`src/rtl/bert_mon_pkg.sv`:
```
package bert_mon_pkg;
  typedef enum logic [1:0] {
    ST_SEARCH = 2'd0,
    ST_VERIFY = 2'd1,
    ST_SYNC   = 2'd2
  } lock_st_e;

  localparam int FLAG_OOS = 0;
  localparam int FLAG_ERR = 1;
  localparam int N_FLAGS  = 2;
endpackage

```
`src/rtl/bert_sync_fsm.sv`:
```
module bert_sync_fsm
  import bert_mon_pkg::*;
#(
  parameter int SEED_LEN   = 32,
  parameter int VERIFY_LEN = 32
) (
  input  logic clk,
  input  logic rst_n,
  input  logic bit_valid,
  input  logic mismatch,
  input  logic resync,
  output logic oos,
  output logic oos_toggle,
  output logic ref_load
);
  localparam int MAX_LEN = (SEED_LEN > VERIFY_LEN) ? SEED_LEN : VERIFY_LEN;
  localparam int RUN_W   = $clog2(MAX_LEN + 1);
  localparam logic [RUN_W-1:0] SEED_LAST   = RUN_W'(SEED_LEN - 1);
  localparam logic [RUN_W-1:0] VERIFY_LAST = RUN_W'(VERIFY_LEN - 1);

  lock_st_e         st_q, st_n;
  logic [RUN_W-1:0] run_q, run_n;

  always_comb begin
    st_n  = st_q;
    run_n = run_q;
    if (resync) begin
      st_n  = ST_SEARCH;
      run_n = '0;
    end else if (bit_valid) begin
      case (st_q)
        ST_SEARCH: begin
          if (run_q == SEED_LAST) begin
            st_n  = ST_VERIFY;
            run_n = '0;
          end else begin
            run_n = run_q + 1'b1;
          end
        end
        ST_VERIFY: begin
          if (mismatch) begin
            st_n  = ST_SEARCH;
            run_n = '0;
          end else if (run_q == VERIFY_LAST) begin
            st_n  = ST_SYNC;
            run_n = '0;
          end else begin
            run_n = run_q + 1'b1;
          end
        end
        ST_SYNC: begin
          if (mismatch) begin
            st_n  = ST_VERIFY;
            run_n = '0;
          end
        end
        default: begin
          st_n  = ST_SEARCH;
          run_n = '0;
        end
      endcase
    end
  end

  always_ff @(posedge clk or negedge rst_n) begin
    if (!rst_n) begin
      st_q  <= ST_SEARCH;
      run_q <= '0;
    end else begin
      st_q  <= st_n;
      run_q <= run_n;
    end
  end

  assign oos        = (st_q != ST_SYNC);
  assign oos_toggle = (st_q == ST_SYNC) != (st_n == ST_SYNC);
  assign ref_load   = (st_q == ST_SEARCH);

  p_verify_err_r3: assert property (@(posedge clk) disable iff (!rst_n)
    (st_q == ST_VERIFY && bit_valid && mismatch && !resync) |=> (st_q == ST_SEARCH));
  p_sync_err_r4: assert property (@(posedge clk) disable iff (!rst_n)
    (st_q == ST_SYNC && bit_valid && mismatch && !resync) |=> (st_q == ST_VERIFY));
  p_resync_r5: assert property (@(posedge clk) disable iff (!rst_n)
    resync |=> (oos && ref_load));
  p_toggle_r9: assert property (@(posedge clk) disable iff (!rst_n)
    oos_toggle |=> (oos != $past(oos)));
endmodule

```
`src/rtl/bert_sat_counter.sv`:
```
module bert_sat_counter #(
  parameter int W = 32
) (
  input  logic         clk,
  input  logic         rst_n,
  input  logic         clr,
  input  logic         inc,
  output logic [W-1:0] count
);
  localparam logic [W-1:0] TOP = {W{1'b1}};

  logic [W-1:0] cnt_q, cnt_n;
  logic         cnt_en;

  always_comb begin
    cnt_en = clr || (inc && (cnt_q != TOP));
    cnt_n  = clr ? '0 : (cnt_q + 1'b1);
  end

  always_ff @(posedge clk or negedge rst_n) begin
    if (!rst_n) begin
      cnt_q <= '0;
    end else if (cnt_en) begin
      cnt_q <= cnt_n;
    end
  end

  assign count = cnt_q;

  p_hold_r6: assert property (@(posedge clk) disable iff (!rst_n)
    (!clr && !inc) |=> $stable(count));
  p_no_wrap_r7: assert property (@(posedge clk) disable iff (!rst_n)
    (count == TOP && !clr) |=> (count == TOP));
  p_clear_r8: assert property (@(posedge clk) disable iff (!rst_n)
    clr |=> (count == '0));
endmodule

```
`src/rtl/bert_flag_bank.sv`:
```
module bert_flag_bank #(
  parameter int N = 2
) (
  input  logic         clk,
  input  logic         rst_n,
  input  logic [N-1:0] set,
  input  logic [N-1:0] clr,
  input  logic [N-1:0] en,
  output logic [N-1:0] flags,
  output logic         irq
);
  logic [N-1:0] flag_q, flag_n;

  always_comb begin
    flag_n = set | (flag_q & ~clr);
  end

  always_ff @(posedge clk or negedge rst_n) begin
    if (!rst_n) begin
      flag_q <= '0;
    end else begin
      flag_q <= flag_n;
    end
  end

  assign flags = flag_q;
  assign irq   = |(flag_q & en);

  for (genvar i = 0; i < N; i++) begin : g_chk
    p_set_wins_r11: assert property (@(posedge clk) disable iff (!rst_n)
      set[i] |=> flags[i]);
    p_w1c_r11: assert property (@(posedge clk) disable iff (!rst_n)
      (clr[i] && !set[i]) |=> !flags[i]);
    p_sticky_r11: assert property (@(posedge clk) disable iff (!rst_n)
      (flags[i] && !clr[i]) |=> flags[i]);
  end
endmodule

```
`src/rtl/bert_rx_monitor.sv`:
```
module bert_rx_monitor
  import bert_mon_pkg::*;
#(
  parameter int SEED_LEN   = 32,
  parameter int VERIFY_LEN = 32,
  parameter int CNT_W      = 32
) (
  input  logic             clk,
  input  logic             rst_n,
  input  logic             bit_valid,
  input  logic             rx_bit,
  input  logic             ref_bit,
  input  logic             resync,
  input  logic             cnt_clear,
  input  logic [1:0]       flag_clr,
  input  logic [1:0]       irq_en,
  output logic             oos,
  output logic             ref_load,
  output logic [1:0]       flags,
  output logic             irq,
  output logic [CNT_W-1:0] bit_count,
  output logic [CNT_W-1:0] err_count
);
  logic               mismatch;
  logic               oos_toggle;
  logic               count_bit;
  logic               count_err;
  logic [N_FLAGS-1:0] flag_set;

  assign mismatch  = rx_bit ^ ref_bit;
  assign count_bit = bit_valid && !oos;
  assign count_err = count_bit && mismatch;

  always_comb begin
    flag_set           = '0;
    flag_set[FLAG_OOS] = oos_toggle;
    flag_set[FLAG_ERR] = count_err;
  end

  bert_sync_fsm #(
    .SEED_LEN  (SEED_LEN),
    .VERIFY_LEN(VERIFY_LEN)
  ) u_fsm (
    .clk       (clk),
    .rst_n     (rst_n),
    .bit_valid (bit_valid),
    .mismatch  (mismatch),
    .resync    (resync),
    .oos       (oos),
    .oos_toggle(oos_toggle),
    .ref_load  (ref_load)
  );

  bert_sat_counter #(.W(CNT_W)) u_bits (
    .clk  (clk),
    .rst_n(rst_n),
    .clr  (cnt_clear),
    .inc  (count_bit),
    .count(bit_count)
  );

  bert_sat_counter #(.W(CNT_W)) u_errs (
    .clk  (clk),
    .rst_n(rst_n),
    .clr  (cnt_clear),
    .inc  (count_err),
    .count(err_count)
  );

  bert_flag_bank #(.N(N_FLAGS)) u_flags (
    .clk  (clk),
    .rst_n(rst_n),
    .set  (flag_set),
    .clr  (flag_clr),
    .en   (irq_en),
    .flags(flags),
    .irq  (irq)
  );

  p_no_count_oos_r6: assert property (@(posedge clk) disable iff (!rst_n)
    (oos && !cnt_clear) |=> ($stable(bit_count) && $stable(err_count)));
  p_err_flag_r10: assert property (@(posedge clk) disable iff (!rst_n)
    (bit_valid && !oos && mismatch) |=> flags[FLAG_ERR]);
endmodule

```
`config.mk`:
```
export PLATFORM = sky130hd
export DESIGN_NAME = bert_rx_monitor
export DESIGN_NICKNAME = d
export VERILOG_FILES = /design/src/rtl/bert_mon_pkg.sv /design/src/rtl/bert_sync_fsm.sv /design/src/rtl/bert_sat_counter.sv /design/src/rtl/bert_flag_bank.sv /design/src/rtl/bert_rx_monitor.sv
export SDC_FILE = /design/constraint.sdc
export NUM_CORES = 1
export LEC_CHECK = 0
export ABC_AREA = 1
export BUFFER_PORTS_ARGS = -buffer_cell sky130_fd_sc_hd__buf_4
export CAP_MARGIN = 25
export CORE_MARGIN = 2
export CORE_UTILIZATION = 50
export CTS_BUF_LIST = sky130_fd_sc_hd__clkbuf_8
export DETAILED_ROUTE_END_ITERATION = 10
export GPL_TIMING_DRIVEN = 0
export MAX_ROUTING_LAYER = met4
export PLACE_DENSITY = 0.72
export SKIP_CTS_REPAIR_TIMING = 1
export SLEW_MARGIN = 10
export SYNTH_ARGS = -nofsm -noshare
export SYNTH_HDL_FRONTEND = slang
export SYNTH_SLANG_ARGS = --single-unit
```
`constraint.sdc`:
```
create_clock -name clk -period 5 [get_ports clk]
set_clock_uncertainty 0.2 [all_clocks]
set_input_delay 0.5 -clock clk [delete_from_list [all_inputs] [get_ports clk]]
set_output_delay 0.5 -clock clk [all_outputs]
set_load 0.05 [all_outputs]
```
## Word-level counts from Yosys, hierarchy flattened

Index checks and enable logic that the tools add are counted.

- Flip-flop bits (word level): 74
- Bits of input ports: 11
- Output and inout port bits: 69
- Word-level logic and storage cells: 48

- Add/subtract/negate cells: 3
- Equal/unequal tests: 9
- Muxes and demuxes: 15
- Bitwise gates (word level): 5
- Reductions and logical operators: 11

Operators by type and width:

| kind | number |
|---|---|
| 32-bit by 1-bit adder with 32-bit output, second input constant | 2 |
| 32-bit 2-to-1 mux | 2 |
| 32-bit inequality test, second input constant | 2 |
| 6-bit 2-to-1 mux | 5 |
| 6-bit case mux with 3 select lines | 1 |
| 2-bit 2-to-1 mux | 6 |
| 6-bit by 1-bit adder with 6-bit output, second input constant | 1 |
| 6-bit by 5-bit equality test with 1-bit output, second input constant | 1 |
| 2-bit case mux with 3 select lines | 1 |
| 2-bit AND | 2 |
| 2-bit equality test, second input constant | 2 |
| 1-bit logical AND | 4 |
| 3-bit inequality test, second input constant | 1 |
| 2-bit by 1-bit equality test with 1-bit output, second input constant | 1 |
| 2-bit logical NOT | 1 |
| 1-bit logical OR | 2 |
| 2-bit inequality test, second input constant | 1 |
| 2-bit inverter | 1 |
| 2-bit OR | 1 |
| 2-bit AND reduction | 1 |
| 2-bit nonzero test | 1 |
| 2-bit OR reduction | 1 |
| 1-bit logical NOT | 1 |
| 1-bit inequality test | 1 |
| 1-bit bitwise XOR | 1 |

## Depth between registers and ports, before layout

- Word-level depth: 9
- Depth in mapped cells: 12
- Depth with buffers taken out: 11

## Cells and area by module

A second synthesis with hierarchy kept.

- Cell total of the unflattened synthesis: 779
- Area total of the unflattened synthesis: 5146.2 um^2

Modules (own cells, without submodules):

| module | instances | cells each | area each (um^2) | sequential area each (um^2) |
|---|---|---|---|---|
| bert_sat_counter at u_bits | 1 | 347 | 2259.7 | 800.8 |
| bert_sat_counter at u_errs | 1 | 345 | 2243.4 | 800.8 |
| bert_sync_fsm | 1 | 64 | 504.2 | 200.2 |
| bert_flag_bank | 1 | 13 | 91.3 | 50.0 |
| bert_rx_monitor | 1 | 10 | 47.5 | 0.0 |

## Least setup slack after synthesis

OpenSTA, ideal clock, no wires.

- Path type: register to register
- Start: reg u_errs.cnt_q[0], in the netlist u_errs.count[0]
- End: reg u_errs.cnt_q[27], in the netlist u_errs.count[27]
- Library setup time: 66 ps
- Data arrival time: 2038 ps
- Data required time: 4734 ps
- Slack: 2696 ps
- Cell stages (with the launch flop): 12
- Buffers on the path: 2
- Clock period less this slack: 2304 ps
- Path through: dfrtp_1 > ha_1 > nand2_1 > nor2_4 > nand2_2 > nor2_4 > a21oi_4 > nor2_4 > buf_6 > buf_6 > nand2_1 > nand2_1

- Longest elaborated chain between the ends: 3
- Elaborated cells between the ends (all ways): 5
- Those cells by class: add/sub: 1; eq/ne: 1; mux: 1; reduce/logical: 2

RTL lines:

| what | line | source |
|---|---|---|
| start: declaration | bert_sat_counter.sv:12 | `logic [W-1:0] cnt_q, cnt_n;` |
| start signal: assignment | bert_sat_counter.sv:24 | `cnt_q <= cnt_n;` |
| parallel branches: the longest is 3 deep, another holds 32-bit by 1-bit adder with 32-bit output | -- |  |

Parallel ways; which one is timed is not known.
A chain may end at the register's enable or synchronous reset.

## Worst setup path in the final report

- Start: reg u_bits.cnt_q[0], in the netlist u_bits.count[0]
- End: reg u_bits.cnt_q[12], in the netlist u_bits.count[12]

- Longest elaborated chain between the ends: 3
- Elaborated cells between the ends (all ways): 5
- Those cells by class: add/sub: 1; eq/ne: 1; mux: 1; reduce/logical: 2

RTL lines:

| what | line |
|---|---|
| start: declaration | bert_sat_counter.sv:12 |
| start signal: assignment | bert_sat_counter.sv:24 |
| parallel branches: the longest is 3 deep, another holds 32-bit by 1-bit adder with 32-bit output | -- |

Parallel ways; which one is timed is not known.

==> key figures <==
STA
  • Max-slew violations: 0
  • Final Critical Period: 2.316 ns
  • Rel. slew slack: 51.84%
  • Final period util: 46.32%
  • Setup Viol. Count Final: 0
  • Setup TNS: 0 ns
  • Fmax: 0.4318 GHz
  • Final Hold Vio Count: 0
  • Final worst setup slack: 2.684 ns
  • Unrepaired setup endpoints after global routing: false
  • Worst Max-Slew Pin Slew: 0.7224 ns

Worst setup path
  • Reg2Reg Setup Slack: 2.68 ns
  • FF-to-FF path depth: 9
  • CP max FO: 10
  • Worst r2r src: u_bits.count[0]
  • Arr. time, crit path: 2.41 ns
  • RR Endpoint: u_bits.count[12]
  • Crit Path Category: flip-flop to flip-flop
  • Worst path required time: 5.09 ns
  • Slowest cell on the critical path: dfrtp_1
  • Worst-path cell chain: ha_1 > inv_2 > nor2_4 > nand2_4 > nor2_8 > a21oi_2 > buf_2 > nand4_1 > nand2_1
  • CP Capture Point: u_bits.count[12]
  • CP peak stage delay: 0.45 ns
  • Critical path launch point: u_bits.count[0]
  • Startpoint types: flip-flop
  • CP Capture Type: flip-flop

Layout
  • Share of cells above drive strength 1: 15.58%
  • Most common cell after layout, fill and taps aside: nand2_1
  • Final Non-Filler Cells: 1,006
  • Most frequent cells in the layout: nand2_1, nor2_1, inv_1
  • Fin nets: 882
  • Area grow syn2layout: 19.88%
  • Fill count: 948
  • Antenna cells: 0

Clock network
  • Clk sinks: 74
  • Root buffer cell: clkbuf_8
  • TritonCTS clock tree: built
  • Clk pin slew, worst setup/hold paths: 0.08 ns
  • CTS max path bufs: 2
  • Htree depth: 3
  • Worst skew pair latency: 0.36 ns
  • TritonCTS buffer count: 9

Drt
  • Vias after detailed routing: 5,336
  • Final antenna-violating net count: 0
  • DR WL/cell: 15.33 um
  • Initial DRC count: 223
  • DR vias/cell: 5.304
  • DRT Wirelength: 15,430 um
  • Top layer in use: met4
  • Detailed Routing Iterations Pass 1: 5
  • Routed met3 length: 815 um
  • Metal2 WL: 7558 um
  • Post-Route M1 WL: 6371 um
  • DRC Markers: 0

Floorplan
  • Die Y: 104.7 um
  • Initial core utilization: 51.67%
  • Die width: 104.7 um
  • Rows: 36
  • Core Area: 9819 sq um
  • IO Pins: 80
  • Total die area: 10,970 sq um

Logic synthesis
  • Post-Synth XOR/XNOR Area: 2.935%
  • Synth Flop Type: dfrtp_1
  • Largest family of logic cells by synthesized area: simple AND/OR/NAND/NOR gates
  • Warnings, synthesis: 0
  • Synth Instances: 777
  • Synth Area in Compound Gates: 3.428%
  • #FFs+latches synth: 74
  • Post-Syn Nets: 791
  • FFs w/ async S/R, synth: 100.0%
  • Post-synthesis simple-gate area fraction: 47.05%
  • Number of flops mapped to enable cells by yosys: 0
  • Mean Syn Cell Area: 6.530 sq um
  • Distinct cells, synth: 30
  • Post-Syn Area: 5074 sq um
  • Sequential fraction of the synthesis area: 36.50%
  • Mux cell area share after synthesis: 0%
  • Synth Area in Adders: 0.7398%

Placement
  • Routability cong.: 0.9833
  • Pre-CTS worst setup slack: 2.674 ns
  • HPWL Detailed: 11,630 um
  • Placed insts: 988
  • Port Buf Inserts: 78

Global route
  • Largest net degree at the start of global routing: 75
  • Total grt overflow: 0
  • Tot GR Track Use: 30.11%
  • Antenna violations before repair: 0
  • Vias in the first global route: 5,126
  • First-pass GRT wire length: 25,450 um

Pwr
  • Worst VDD drop: 0.1527 mV
  • P_leak: 3.071 nW
  • Pwr/cell area: 206.1 nW/um^2

Run status
  • Status: finished clean

Hold path
  • HP Start: flag_clr[1]
  • Worst Hold Class: input port to flip-flop
  • Hold Path Depth: 2

Job
  • Max Cap Viol: 0
==> through the flow <==
step / area (sq um) / utilization (%) / power (W) / hold slack [ns]
floorplan: 5074 / - / 0.0006877 / 0.004409
global placement: 5826 / 59.33 / 0.0007317 / 0.3182
detailed placement: 5826 / 59.33 / 0.0007351 / 0.3154
CTS: 6045 / 61.56 / 0.001259 / 0.1198
global route: 6082 / 61.94 / 0.001304 / 0.1221
finish: 6082 / 61.94 / 0.001253 / 0.1268
==> state kept, by name (all words and copies together) (netlist names) <==
name	flops
u_bits.count	32
u_errs.count	32
u_flags.flags	2
u_fsm.run_q	6
u_fsm.st_q	2
==> layout make-up <==
type | count | area, sq um | area share, %
sequential | 74 | 1852 | 30.45
buffer | 17 | 123.9 | 2.037
clock inverter | 6 | 81.33 | 1.337
tap | 133 | 166.4 | 2.736
inverter | 92 | 350.3 | 5.760
multi-input combinational | 594 | 2748 | 45.18
clock buffer | 10 | 137.6 | 2.263
timing repair buffer | 80 | 623.1 | 10.24
==> power breakdown <==
part,internal [W],switching [W]
Combinational,0.0000329,0.0000820
Clock,0.000291,0.000236
Sequential,0.000604,0.00000654
==> cells in the mapped netlist, types with 2 or more instances <==
cell / number / share of area (%)
xor2_1: 9 / 1.6
ha_1: 3 / 0.74
dfrtp_1: 74 / 36
nand2_2: 2 / 0.25
buf_6: 4 / 0.89
xnor2_1: 8 / 1.4
a21o_1: 2 / 0.30
nor2_4: 6 / 1.3
nor3_1: 18 / 1.8
nor2_1: 90 / 6.7
buf_8: 2 / 0.59
inv_1: 86 / 6.4
buf_1: 5 / 0.37
nand2_4: 2 / 0.44
nand3_1: 55 / 5.4
buf_2: 6 / 0.59
nor3_2: 3 / 0.59
nor2_2: 3 / 0.37
nand4_1: 52 / 6.4
o21ai_0: 19 / 1.9
inv_2: 5 / 0.37
or2_2: 5 / 0.62
a21oi_1: 6 / 0.59
nand2_1: 306 / 23
==> routing by layer <==
layer,track usage [%],vias to the layer above
li1,-,2660
met1,36.07,2456
met2,49.17,170
met3,3.431,50
met4,17.43,0
met5,-,-
==> cells by family (layout without fill, tap and decap cells) <==
family,Yosys count,in the layout
and+or+nand+nor,544,544
xor gates and xnor gates,17,17
DFF,74,74
buffers and inverters,109,205
AOI/OAI and AO/OA,30,30
adders and majority gates,3,3
==> critical path: cells and delay by family, from the launching register on <==
kind	cells	cell delay (ns)
AOI/OAI and AO/OA	1	0.41
DFF	1	0.45
buffers and inverters	2	0.43
and+or+nand+nor	5	0.45
adders and majority gates	1	0.30
==> worst min path at each step <==
stage                            end
finish              u_flags.flags[1]
CTS                   u_fsm.run_q[2]
global route        u_flags.flags[1]
global placement    u_flags.flags[0]
detailed placement  u_flags.flags[0]
floorplan            u_bits.count[0]
No activity file was read; power rests on OpenSTA's default activity.
